$ cat src/rtl/boot_fallback_pkg.sv
package boot_fallback_pkg;
    typedef enum logic [1:0] {
        ST_COUNT   = 2'd0,
        ST_EXPIRED = 2'd1,
        ST_PRIMARY = 2'd2
    } fb_state_e;

    localparam int REG_W      = 8;
    localparam int FLAG_BIT   = 6;
    localparam int SEL_LIMIT  = 0;
    localparam int SEL_STATUS = 1;
endpackage

$ cat src/rtl/bft_prescaler.sv
module bft_prescaler #(
    parameter int CLK_HZ = 33_000_000
) (
    input  logic clk,
    input  logic rst_n,
    input  logic hold,
    output logic tick
);
    localparam int CW = (CLK_HZ > 2) ? $clog2(CLK_HZ) : 1;
    localparam logic [CW-1:0] LAST = CW'(CLK_HZ - 1);

    logic [CW-1:0] pcnt;

    always_ff @(posedge clk or negedge rst_n) begin
        if (!rst_n) begin
            pcnt <= '0;
        end else if (hold || pcnt == LAST) begin
            pcnt <= '0;
        end else begin
            pcnt <= pcnt + 1'b1;
        end
    end

    assign tick = !hold && (pcnt == LAST);
endmodule

$ cat src/rtl/bft_regs.sv
module bft_regs
    import boot_fallback_pkg::*;
#(
    parameter int W         = REG_W,
    parameter int DEF_LIMIT = 4
) (
    input  logic         clk,
    input  logic         rst_n,
    input  logic         cfg_wr,
    input  logic         cfg_sel,
    input  logic [W-1:0] cfg_wdata,
    input  logic         flag,
    output logic [W-1:0] limit_q,
    output logic [W-1:0] status_q,
    output logic         load_limit,
    output logic         clear_req
);
    assign load_limit = cfg_wr && (cfg_sel == 1'(SEL_LIMIT));
    assign clear_req  = cfg_wr && (cfg_sel == 1'(SEL_STATUS)) && cfg_wdata[FLAG_BIT];

    always_ff @(posedge clk or negedge rst_n) begin
        if (!rst_n) begin
            limit_q <= W'(DEF_LIMIT);
        end else if (load_limit) begin
            limit_q <= cfg_wdata;
        end
    end

    always_comb begin
        status_q           = '0;
        status_q[FLAG_BIT] = flag;
    end
endmodule

$ cat src/rtl/bft_fsm.sv
module bft_fsm
    import boot_fallback_pkg::*;
#(
    parameter int W = REG_W
) (
    input  logic         clk,
    input  logic         rst_n,
    input  logic         primary_mode,
    input  logic         sec_tick,
    input  logic         restart,
    input  logic         clear_req,
    input  logic [W-1:0] limit,
    output logic         flag,
    output logic         counting
);
    fb_state_e    state, state_nx;
    logic [W-1:0] secs;
    logic         reach;

    assign reach = ({1'b0, secs} + {{W{1'b0}}, 1'b1}) >= {1'b0, limit};

    always_ff @(posedge clk or negedge rst_n) begin
        if (!rst_n) begin
            state <= ST_COUNT;
        end else begin
            state <= state_nx;
        end
    end

    always_comb begin
        state_nx = state;
        unique case (state)
            ST_COUNT: begin
                if (primary_mode)           state_nx = ST_PRIMARY;
                else if (restart)           state_nx = ST_COUNT;
                else if (sec_tick && reach) state_nx = ST_EXPIRED;
            end
            ST_EXPIRED: begin
                if (primary_mode)           state_nx = ST_PRIMARY;
                else if (clear_req)         state_nx = ST_COUNT;
            end
            ST_PRIMARY: begin
                if (!primary_mode)          state_nx = ST_COUNT;
            end
            default:                        state_nx = ST_COUNT;
        endcase
    end

    always_ff @(posedge clk or negedge rst_n) begin
        if (!rst_n) begin
            secs <= '0;
        end else if (state != ST_COUNT || restart) begin
            secs <= '0;
        end else if (sec_tick) begin
            secs <= secs + 1'b1;
        end
    end

    always_comb begin
        flag     = (state != ST_COUNT);
        counting = (state == ST_COUNT);
    end
endmodule

$ cat src/rtl/boot_fallback_timer.sv
module boot_fallback_timer
    import boot_fallback_pkg::*;
#(
    parameter int CLK_HZ    = 33_000_000,
    parameter int DEF_LIMIT = 4
) (
    input  logic       clk,
    input  logic       rst_n,
    input  logic       primary_mode,
    input  logic       cfg_wr,
    input  logic       cfg_sel,
    input  logic [7:0] cfg_wdata,
    output logic [7:0] limit_q,
    output logic [7:0] status_q,
    output logic       hub_disable
);
    logic sec_tick, load_limit, clear_req, flag, counting, restart;

    assign restart = load_limit || clear_req;

    bft_regs #(.W(REG_W), .DEF_LIMIT(DEF_LIMIT)) u_regs (
        .clk(clk), .rst_n(rst_n), .cfg_wr(cfg_wr), .cfg_sel(cfg_sel),
        .cfg_wdata(cfg_wdata), .flag(flag), .limit_q(limit_q),
        .status_q(status_q), .load_limit(load_limit), .clear_req(clear_req)
    );

    bft_prescaler #(.CLK_HZ(CLK_HZ)) u_pre (
        .clk(clk), .rst_n(rst_n), .hold(restart || !counting), .tick(sec_tick)
    );

    bft_fsm #(.W(REG_W)) u_fsm (
        .clk(clk), .rst_n(rst_n), .primary_mode(primary_mode),
        .sec_tick(sec_tick), .restart(restart), .clear_req(clear_req),
        .limit(limit_q), .flag(flag), .counting(counting)
    );

    assign hub_disable = flag;
endmodule

$ cat config.mk
export PLATFORM = sky130hd
export DESIGN_NAME = boot_fallback_timer
export DESIGN_NICKNAME = d
export VERILOG_FILES = /design/src/rtl/boot_fallback_pkg.sv /design/src/rtl/bft_prescaler.sv /design/src/rtl/bft_regs.sv /design/src/rtl/bft_fsm.sv /design/src/rtl/boot_fallback_timer.sv
export SDC_FILE = /design/constraint.sdc
export NUM_CORES = 1
export LEC_CHECK = 0
export ABC_AREA = 1
export BUFFER_PORTS_ARGS = -buffer_cell sky130_fd_sc_hd__buf_2
export CORE_ASPECT_RATIO = 1.75
export CORE_MARGIN = 2
export CORE_UTILIZATION = 31
export CTS_BUF_LIST = sky130_fd_sc_hd__clkbuf_4 sky130_fd_sc_hd__clkbuf_8
export DETAILED_ROUTE_END_ITERATION = 10
export HOLD_SLACK_MARGIN = 0.12
export SYNTH_ARGS = -nofsm -noshare
export SYNTH_HDL_FRONTEND = slang
export SYNTH_SLANG_ARGS = --single-unit
export TNS_END_PERCENT = 30
$ cat constraint.sdc
create_clock -name clk -period 2.1 [get_ports clk]
set_input_delay 0.21 -clock clk [delete_from_list [all_inputs] [get_ports clk]]
set_output_delay 0.21 -clock clk [all_outputs]
set_load 0.05 [all_outputs]
==> metrics <==
outcome=complete, no violations; CP arrival=2.13 ns; H-tree depth=2; Pwr Density=about 570 nW/µm²; Finished Layout Cells=between 400 and 500; final hold violation count=0; dpl cell area=2770 µm²; crit-path max FO=4; maximum vdd drop=0.000492 V; Antenna diodes=0; critical path's most frequent cell=nand2_1; final period utilization=0.900; CTS root buf=clkbuf_8; largest cells by area after synthesis=dfrtp_1, nand2_1, nor2_1, inv_1, ha_1; Async SR Flop Fraction=1.00; Initial Util=0.322; initial antenna violation count=0; worst skew pair latency=~0.31 ns; number of top-level pins=30; TritonCTS clock tree=done; min-delay worst type=primary input to register; Worst Min Path Start=cfg_wdata[2]; gr usage total=0.135; final worst setup slack=0.209 ns; Crit Path Class=register to register; via count=2155; TritonCTS Buffers=5; Post-DP HPWL=4240 µm; Worst path max stage delay=0.46 ns; post-synthesis cell count=approximately 330; residual antenna-violating net count after detailed routing=0; crit-path cells=nand3_1 > nor3_1 > xor2_1 > inv_1 > ha_1 > nand2_1 > inv_1 > nand2_1 > nand2_1 > nand2_1 > nand2_1 > nand2_2 > a21oi_2; Worst EP required=2.34 ns; DRC=0; Post-Syn Area=2560 µm²; commonest non-fill, non-tap cells in the layout=nand2_1, nor2_1, inv_1; largest net degree at the start of global routing=44; Critical Path Sink Type=register; r2r startpoint=u_fsm.secs[2]; Reg2Reg Depth=13; P_leak=1.40 nW; gr ovfl total=0; Die Ht=124 µm; Post-Syn Area per Cell=between 7 and 8 µm²; number of fill cells=846; top_reg_cell synth=dfrtp_1; pre-CTS setup slack=0.101 ns; clk_skew=0.00689 ns; Inst Count DP=436; share of cells above drive strength 1=0.157; Post-synth EDFFs=0; Die Wd=72.7 µm; max-cap violations=0; commonest non-fill, non-tap cell in the layout=nand2_1; Crit-path slowest cell=dfrtp_1; first drt pass iteration count=4; max-slew violations=0; DR iter-0 viols=105; Buffers on Ports=22; vias in the first global route=2142; Placer Congestion=0.985; utilization after layout=0.365; Area Overhead vs Synth=13.5%; core area=7960 µm²; f_max=0.529 GHz; Finish-stage setup viols=0; Period minus WS final=around 1.9 ns; final wirelength=5560 µm; vias per cell=4.83; Clock Path Buffers=2; final instance area=2910 µm²; Distinct cells, synth=34; final-stage net count=378; first-pass GRT wire length=9760 µm; Core Rows=43; Yosys reg bits=43; Critical path origin=u_fsm.secs[2]; drt wl/cell=between 10 and 15 µm; die area=9040 µm²; Worst Hold Depth=3; startpoint class of the critical path=register; Yosys top cell by area=dfrtp_1; overall power=between 1.5 and 2 mW; # clock sinks=43; CTS clk-pin slew, worst paths=0.08 ns; YS warnings=0; Synth top area share=0.410; post-synthesis sequential area ratio=0.420
[layer usage]
layer | track usage | part of all wire | vias to the layer above
met5 | 0 | 0 | -
met4 | 0.0610 | 0.038 | 0
met1 | 0.149 | 0.40 | 1007
met2 | 0.243 | 0.53 | 55
li1 | - | - | 1079
met3 | 0.0227 | 0.032 | 14
[per-stage QoR]
step / setup TNS [ns] / hold slack, ns
detailed placement: 0 / 0.208
global placement: 0 / 0.205
finish: 0 / 0.132
CTS: 0 / 0.132
floorplan: 0 / -0.0856
global route: -0.0314 / 0.135
[critical path: cells and delay by family (launching register included)]
| family | cells | cell delay [ns] |
|---|---|---|
| flops | 1 | 0.46 |
| simple gates | 8 | 0.71 |
| fa+ha+maj | 1 | 0.26 |
| xor+xnor | 1 | 0.18 |
| buf+inv | 2 | 0.11 |
| compound gates | 1 | 0.10 |
[logic make-up after synthesis]
family | synth area share
other | 0.00146
AOI/OAI and AO/OA | 0.0591
muxes | 0.00439
adders and majority gates | 0.0488
xor gates and xnor gates | 0.0615
and+or+nand+nor | 0.304
DFF | 0.420
buffers and inverters | 0.101
[timing repair]
action | 4_1_cts | 5_1_grt
setup buffers | 0 | 1
hold buffers | 1 | 0
setup endpoints to repair | 0 | 1
gates resized for setup | 0 | 6
hold endpoints to repair | 42 | 0
[area by class of cell]
class,count,area (µm²),share of cell area
Tap cell,90,113,0.0387
Multi-Input combinational cell,231,1290,0.443
Clock buffer,5,68.8,0.0237
Inverter,46,173,0.0594
Clock inverter,3,20.0,0.00688
Timing Repair Buffer,28,170,0.0585
Sequential cell,43,1080,0.370
[state kept, by name, indices dropped and copies added (netlist names)]
name	count
u_pre.pcnt	25
u_regs.limit_q	8
u_fsm.state	2
u_fsm.secs	8
[power breakdown]
group	switching [mW]	leakage (nW)	internal (mW)	total (mW)
clock network	0.314	0.0402	0.232	0.546
registers	0.0126	0.573	0.852	0.865
logic	0.191	0.782	0.0559	0.247
total	0.517	1.40	1.14	1.66
[synthesized netlist by cell type (2+ instances only)]
cell type / instances
buf_4: 8
a31oi_1: 2
inv_1: 44
dfrtp_1: 42
nor3_1: 12
nor3b_1: 3
buf_6: 2
nand4_1: 8
nand2_1: 64
inv_2: 2
a211oi_1: 2
nor2_1: 53
ha_1: 10
o21ai_0: 7
nand3_1: 15
nor3_2: 4
a21oi_1: 12
nor2_2: 3
xnor2_1: 5
xor2_1: 13
[path summary, 6_finish.rpt]
path / endpoint / slack [ns]
max in group asynchronous: u_regs.limit_q[2] / 1.43
worst min-delay path: u_regs.limit_q[2] / 0.13
worst min register to register: u_regs.limit_q[2] / 0.50
worst max register to register: u_fsm.state[0] / 0.21
worst max-delay path: u_fsm.state[0] / 0.21
min in group asynchronous: u_fsm.state[1] / 0.40
(Power assumes the default switching activity.)
